<file path="src/rtl/bsc_pkg.sv">
package bsc_pkg;
  typedef enum logic [1:0] {
    Q_RAM = 2'b00,
    Q_GAP = 2'b01,
    Q_ROM = 2'b10,
    Q_TOP = 2'b11
  } quad_e;

  typedef struct packed {
    logic       rom;
    logic       ram_hi;
    logic       ram_lo;
    logic       ser;
    logic [3:0] ser_reg;
    logic       per;
    logic       vpa;
    logic       fast;
  } sel_t;
endpackage

</file>
<file path="src/rtl/bsc_decode.sv">
module bsc_decode
  import bsc_pkg::*;
#(
  parameter int AW   = 16,
  parameter int FC_W = 3
) (
  input  logic [AW-1:0]   addr,
  input  logic            as,
  input  logic            uds,
  input  logic            lds,
  input  logic [FC_W-1:0] fc,
  input  logic            boot,
  output sel_t            sel
);
  localparam logic [FC_W-1:0] FC_IACK = '1;

  quad_e quad;
  logic  upper_half;
  logic  iack;
  logic  norm;

  always_comb begin
    quad       = quad_e'(addr[AW-1 -: 2]);
    upper_half = addr[AW-3];
    iack       = as && (fc == FC_IACK);
    norm       = as && !boot;
    sel        = '0;
    sel.vpa    = iack;
    sel.rom    = as && (boot || quad == Q_ROM);
    sel.ram_hi = norm && quad == Q_RAM && uds;
    sel.ram_lo = norm && quad == Q_RAM && lds;
    sel.ser    = norm && quad == Q_TOP && upper_half && !iack;
    sel.per    = norm && quad == Q_TOP && !upper_half;
    sel.fast   = boot || quad != Q_TOP;
    if (sel.ser)
      sel.ser_reg = addr[4:1];
  end
endmodule

</file>
<file path="src/rtl/bsc_boot.sv">
module bsc_boot #(
  parameter int BOOT_CYCLES = 4
) (
  input  logic clk,
  input  logic rst,
  input  logic as,
  output logic boot
);
  localparam int CW = $clog2(BOOT_CYCLES + 1);
  localparam logic [CW-1:0] LIMIT = CW'(BOOT_CYCLES);

  logic          as_q;
  logic          boot_q;
  logic [CW-1:0] cnt;
  logic          rise;
  logic          armed;

  always_comb begin
    rise  = as && !as_q;
    armed = cnt < LIMIT;
    boot  = as && (rise ? armed : boot_q);
  end

  always_ff @(posedge clk) begin
    if (rst) begin
      as_q   <= 1'b0;
      boot_q <= 1'b0;
      cnt    <= '0;
    end else begin
      as_q <= as;
      if (rise) begin
        boot_q <= armed;
        if (armed)
          cnt <= cnt + 1'b1;
      end
    end
  end
endmodule

</file>
<file path="src/rtl/bsc_wait.sv">
module bsc_wait #(
  parameter int WAIT_EDGES = 3
) (
  input  logic clk,
  input  logic rst,
  input  logic as,
  input  logic fast,
  output logic ack
);
  localparam int WW = $clog2(WAIT_EDGES + 1);
  localparam logic [WW-1:0] LAST = WW'(WAIT_EDGES - 1);

  logic [WW-1:0] cnt;

  always_ff @(posedge clk) begin
    if (rst || !as) begin
      cnt <= '0;
      ack <= 1'b0;
    end else if (fast) begin
      cnt <= '0;
      ack <= 1'b1;
    end else begin
      if (cnt < LAST)
        cnt <= cnt + 1'b1;
      ack <= (cnt >= LAST);
    end
  end
endmodule

</file>
<file path="src/rtl/bus_sel_ctrl.sv">
module bus_sel_ctrl
  import bsc_pkg::*;
#(
  parameter int AW          = 16,
  parameter int FC_W        = 3,
  parameter int BOOT_CYCLES = 4,
  parameter int WAIT_EDGES  = 3
) (
  input  logic            clk,
  input  logic            rst,
  input  logic [AW-1:0]   addr,
  input  logic            as,
  input  logic            uds,
  input  logic            lds,
  input  logic [FC_W-1:0] fc,
  output logic            rom_sel,
  output logic            ram_sel_hi,
  output logic            ram_sel_lo,
  output logic            ser_sel,
  output logic [3:0]      ser_reg,
  output logic            per_sel,
  output logic            vpa,
  output logic            dtack
);
  logic boot_now;
  sel_t sel_d;
  sel_t sel_q;

  bsc_boot #(.BOOT_CYCLES(BOOT_CYCLES)) u_boot (
    .clk(clk), .rst(rst), .as(as), .boot(boot_now)
  );

  bsc_decode #(.AW(AW), .FC_W(FC_W)) u_dec (
    .addr(addr), .as(as), .uds(uds), .lds(lds), .fc(fc),
    .boot(boot_now), .sel(sel_d)
  );

  bsc_wait #(.WAIT_EDGES(WAIT_EDGES)) u_wait (
    .clk(clk), .rst(rst), .as(as), .fast(sel_d.fast), .ack(dtack)
  );

  always_ff @(posedge clk) begin
    if (rst) sel_q <= '0;
    else     sel_q <= sel_d;
  end

  assign rom_sel    = sel_q.rom;
  assign ram_sel_hi = sel_q.ram_hi;
  assign ram_sel_lo = sel_q.ram_lo;
  assign ser_sel    = sel_q.ser;
  assign ser_reg    = sel_q.ser_reg;
  assign per_sel    = sel_q.per;
  assign vpa        = sel_q.vpa;
endmodule

</file>
<file path="config.mk">
export PLATFORM = sky130hd
export DESIGN_NAME = bus_sel_ctrl
export DESIGN_NICKNAME = d
export VERILOG_FILES = /design/src/rtl/bsc_pkg.sv /design/src/rtl/bsc_decode.sv /design/src/rtl/bsc_boot.sv /design/src/rtl/bsc_wait.sv /design/src/rtl/bus_sel_ctrl.sv
export SDC_FILE = /design/constraint.sdc
export NUM_CORES = 1
export LEC_CHECK = 0
export CAP_MARGIN = 10
export CORE_MARGIN = 2
export CORE_UTILIZATION = 42
export CTS_CLUSTER_DIAMETER = 40
export CTS_CLUSTER_SIZE = 10
export DETAILED_ROUTE_END_ITERATION = 10
export GPL_ROUTABILITY_DRIVEN = 0
export PLACE_DENSITY_LB_ADDON = 0.05
export SYNTH_ARGS = -nofsm -noshare
export SYNTH_HDL_FRONTEND = slang
export SYNTH_HIERARCHICAL = 1
export SYNTH_SLANG_ARGS = --single-unit
</file>
<file path="constraint.sdc">
create_clock -name clk -period 2.6 [get_ports clk]
set_input_delay 0.52 -clock clk [delete_from_list [all_inputs] [get_ports clk]]
set_output_delay 0.52 -clock clk [all_outputs]
set_load 0.05 [all_outputs]
</file>
# Word-level counts from Yosys, hierarchy flattened
# Cells that the tools add are included.
[totals]
out_inout_bits = 11
reg_bits = 18
elab_cells = 48
inputBits = 24
[classes]
n_eq_ne = 4
reduce_logical = 24
muxes = 2
bitwise_logic = 1
n_lt_le_gt_ge = 3
add_sub_neg = 2
[ops]
columns = ["operator", "count"]
rows = [
  ["1-bit logical AND", 12],
  ["1-bit logical NOT", 5],
  ["2-bit == test (second input constant)", 2],
  ["2-bit OR reduction", 2],
  ["3-bit by 1-bit adder with 3-bit output (second input constant)", 1],
  ["3-bit == test (second input constant)", 1],
  ["1-bit logical OR", 3],
  ["3-bit < comparator (second input constant)", 1],
  ["2-bit by 1-bit adder with 2-bit output (second input constant)", 1],
  ["2-bit >= comparator (second input constant)", 1],
  ["2-bit logical NOT", 1],
  ["2-bit < comparator (second input constant)", 1],
  ["1-bit 2-to-1 mux", 2],
  ["2-bit != test (second input constant)", 1],
  ["2-bit AND reduction", 1],
  ["1-bit NOT", 1],
]

# Logic depth before layout (Yosys ltp)
[depth]
ltp_word = 11
mapped_depth = 6
ltp_nobuf = 6

# Cells and area by module
# Netlist, hierarchy kept.
[by_module_without_submodules]
columns = ["mod", "n_inst", "seq_area_each_um2", "area_each_um2", "cells_each"]
rows = [
  ["bus_sel_ctrl", 1, 200.2, 262.8, 20],
  ["bsc_boot", 1, 100.1, 209.0, 21],
  ["bsc_decode", 1, 0.0, 171.4, 20],
  ["bsc_wait", 1, 60.1, 118.9, 12],
]

# Worst setup path before layout
# OpenSTA, ideal clock, no wires.
[synth_path]
kind = "input port to flip-flop"
start = "in as"
end = "reg u_wait.cnt[1]"
setup_ns = 0.070
path_buffers = 0
slack_ns = 1.229
required_ns = 2.530
stages = 4
t_arrival_ns = 1.301
path_cell_list = "and2_1 > nand3b_1 > or3b_1 > a21oi_1"
[synth_lines]
columns = ["element", "line", "source"]
rows = [
  ["from (decl)", "bus_sel_ctrl.sv:12", "input logic as,"],
  ["to (signal assigned)", "bsc_wait.sv:24", "cnt <= cnt + 1'b1;"],
  ["to (decl)", "bsc_wait.sv:13", "logic [WW-1:0] cnt;"],
]

# Worst setup path in the final report
[layout_path]
start = "reg sel_q (netlist bit ser_reg[3])"
end = "out ser_reg[3]"
[layout_lines]
columns = ["element", "line", "source"]
rows = [
  ["from (decl)", "bus_sel_ctrl.sv:27", "sel_t sel_q;"],
  ["from (signal assigned)", "bus_sel_ctrl.sv:44", "else sel_q <= sel_d;"],
  ["to (decl)", "bus_sel_ctrl.sv:20", "output logic [3:0] ser_reg,"],
]
# No word-level cell between the ends.

==> metrics <==
Clock Tree Buf Depth 2; WL/cell 10.6 um; largest net degree at the start of global routing 17; CTS Sinks 18; post-synth top area share 47.3%; status complete, no violations; area leader, netlist dfxtp_1; GRT Residual Overflow 0; Setup Skew 3.32 ps; critical path data required time 2080 ps; Hold Fails Final Rpt 0; Hold Crit Class reg -> reg; FMAX 0.519 GHz; startpoint types flip-flop; die height 46.6 um; TritonCTS clock tree built; DRT Pass-1 Iters 2; final net count 129; Leak 0.406 nW; CP cell instances clkdlybuf4s50_1; initial antenna violation count 0; CP Data Arrival Time 1410 ps; max FFs per register 4; # resized after CTS 0; RSZ-0062 raised after global routing false; via count 569; core footprint 1710 um2; area delta synth->final 39.4%; maximum vdd drop 0.298 mV; postcts setup bufs 0; Synth cell types 27; crit-path leading delay family buffers and inverters; Worst-Margin Slew 501 ps; Power Density 470 nW/um2; Crit Path Class reg -> out; Hold Buf Count CTS 0; Buf+Inv Stages, Crit Path 1; Tmin final 1930 ps; Detailed Route WL 1.34 mm; Setup TNS 0 ps; CP max-delay cell clkdlybuf4s50_1; H-tree lvl count 1; Syn Nets 99; synth warn 6; port bufs 25; hold_ws 505 ps; part of the cycle the worst path needs 74.2%; clk slew on worst S/H paths 90 ps; GRT Overall Usage 15.3%; die area 2170 um2; first-pass GRT wire length 2.29 mm; Synth area leaders dfxtp_1 (47%), nor2b_1 (9.9%), nor3_2 (5.3%); Synth Cell Area 762 um2; peak fanout along the critical path 1; Site Rows 15; CTS Buf Count 3; max-cap violation count 0; Die X 46.6 um; Initial Utilization 44.6%; clk_lat worst skew 280 ps; root buffer cell clkbuf_4; Worst path max stage delay 800 ps; diode count 0; CP Capture Type output pin; Vias/cell 4.52; dpl hpwl 993 um; drt initial violations 1; synthesized flop and latch total 18; Top Ports 35; Mapped Cells 73; register area share after synthesis 47.3%; endpoints failing setup 0; Slew HR 66.5%; final antenna-violating net count 0; fin. max-slew vios 0; layout cells sized above 1 12.9%; number of global-route vias before repair 550; synthesized area per cell 10.4 um2; # DRC 0
layout by cell type (no fill, tap or decap):
cell type / Yosys / final
and2_1: 3 / 3
nor3_1: 1 / 1
nor3b_4: 1 / 1
clkbuf_4: 0 / 3
nor4b_2: 1 / 1
nor3_2: 4 / 4
xnor2_1: 1 / 1
or3b_1: 1 / 1
nand2_1: 5 / 5
clkdlybuf4s50_1: 0 / 25
nor3b_2: 1 / 1
o21ai_0: 1 / 1
nor2b_1: 12 / 12
a31oi_1: 1 / 1
xor2_1: 1 / 1
nor3b_1: 1 / 1
nand4b_4: 1 / 1
or2b_1: 1 / 1
ha_1: 2 / 2
mux2i_1: 1 / 1
nand3b_1: 1 / 1
and4_1: 1 / 1
nor2_1: 6 / 6
buf_4: 1 / 2
o21a_1: 1 / 1
inv_1: 3 / 3
dfxtp_1: 18 / 18
a21oi_1: 2 / 2
metrics by stage:
stage / area [um2] / power [mW] / instances / setup WS, ps / util, %
after floorplan: 762 / 0.334 / 73 / 1230 / -
after global placement: 1040 / 0.374 / 123 / 692 / 60.9
after detailed placement: 1040 / 0.375 / 123 / 667 / 60.9
after CTS: 1060 / 0.510 / 126 / 644 / 62.2
after global routing: 1060 / 0.527 / 126 / 612 / 62.2
final: 1060 / 0.500 / 126 / 671 / 62.2
power by group:
| group | switching, mW | internal (mW) |
|---|---|---|
| Sequential | 0.00475 | 0.284 |
| Clock | 0.0780 | 0.0538 |
| Combinational | 0.0370 | 0.0422 |
| Total | 0.120 | 0.380 |
logic make-up after synthesis:
family                   share of synthesized area, %
multiplexers                                     1.31
buffers and inverters                            3.94
flip-flops                                       47.3
adder cells (fa/ha/maj)                          3.28
AND/OR/NAND/NOR                                  38.1
XOR/XNOR                                         2.30
AO/OA/AOI/OAI                                    3.78
synth_stat cells:
library cell  number
dfxtp_1           18
nor2b_1           12
nor2_1             6
nand2_1            5
nor3_2             4
and2_1             3
inv_1              3
a21oi_1            2
ha_1               2
a31oi_1            1
and4_1             1
buf_4              1
buf_6              1
mux2i_1            1
nand3b_1           1
nand4b_4           1
nor3_1             1
nor3b_1            1
nor3b_2            1
nor3b_4            1
nor4b_2            1
o21a_1             1
o21ai_0            1
or2b_1             1
or3b_1             1
xnor2_1            1
xor2_1             1
final cells by class:
type | instances | area (um2)
multi-input cells | 50 | 372
well taps | 25 | 31.3
repair buffers | 27 | 265
fillers | 151 | 646
inverters | 3 | 11.3
clock buffers | 3 | 22.5
flip-flops and latches | 18 | 360
per-layer routing:
metal  wire, um  track usage (%)  vias to the layer above
met4         11             10.3                        0
li1           -                -                      298
met1        624             20.0                      252
met3         84             3.53                        2
met5          0                0                        -
met2        616             22.2                       17
path summary, 6_finish.rpt:
| kind | start | end | slack (ps) | cells after the start |
|---|---|---|---|---|
| min | u_boot/boot_q$_SDFF_PP0_ | u_boot/boot_q$_SDFF_PP0_ | 500 | 2 |
| max reg2reg | u_boot/as_q$_SDFF_PP0_ | u_wait/cnt[1]$_SDFFE_PP0N_ | 1120 | 5 |
| min reg2reg | u_boot/boot_q$_SDFF_PP0_ | u_boot/boot_q$_SDFF_PP0_ | 500 | 2 |
| max | ser_reg[3]$_SDFF_PP0_ | ser_reg[3] | 670 | 1 |
Note: power is estimated with default switching activity, not from simulation.
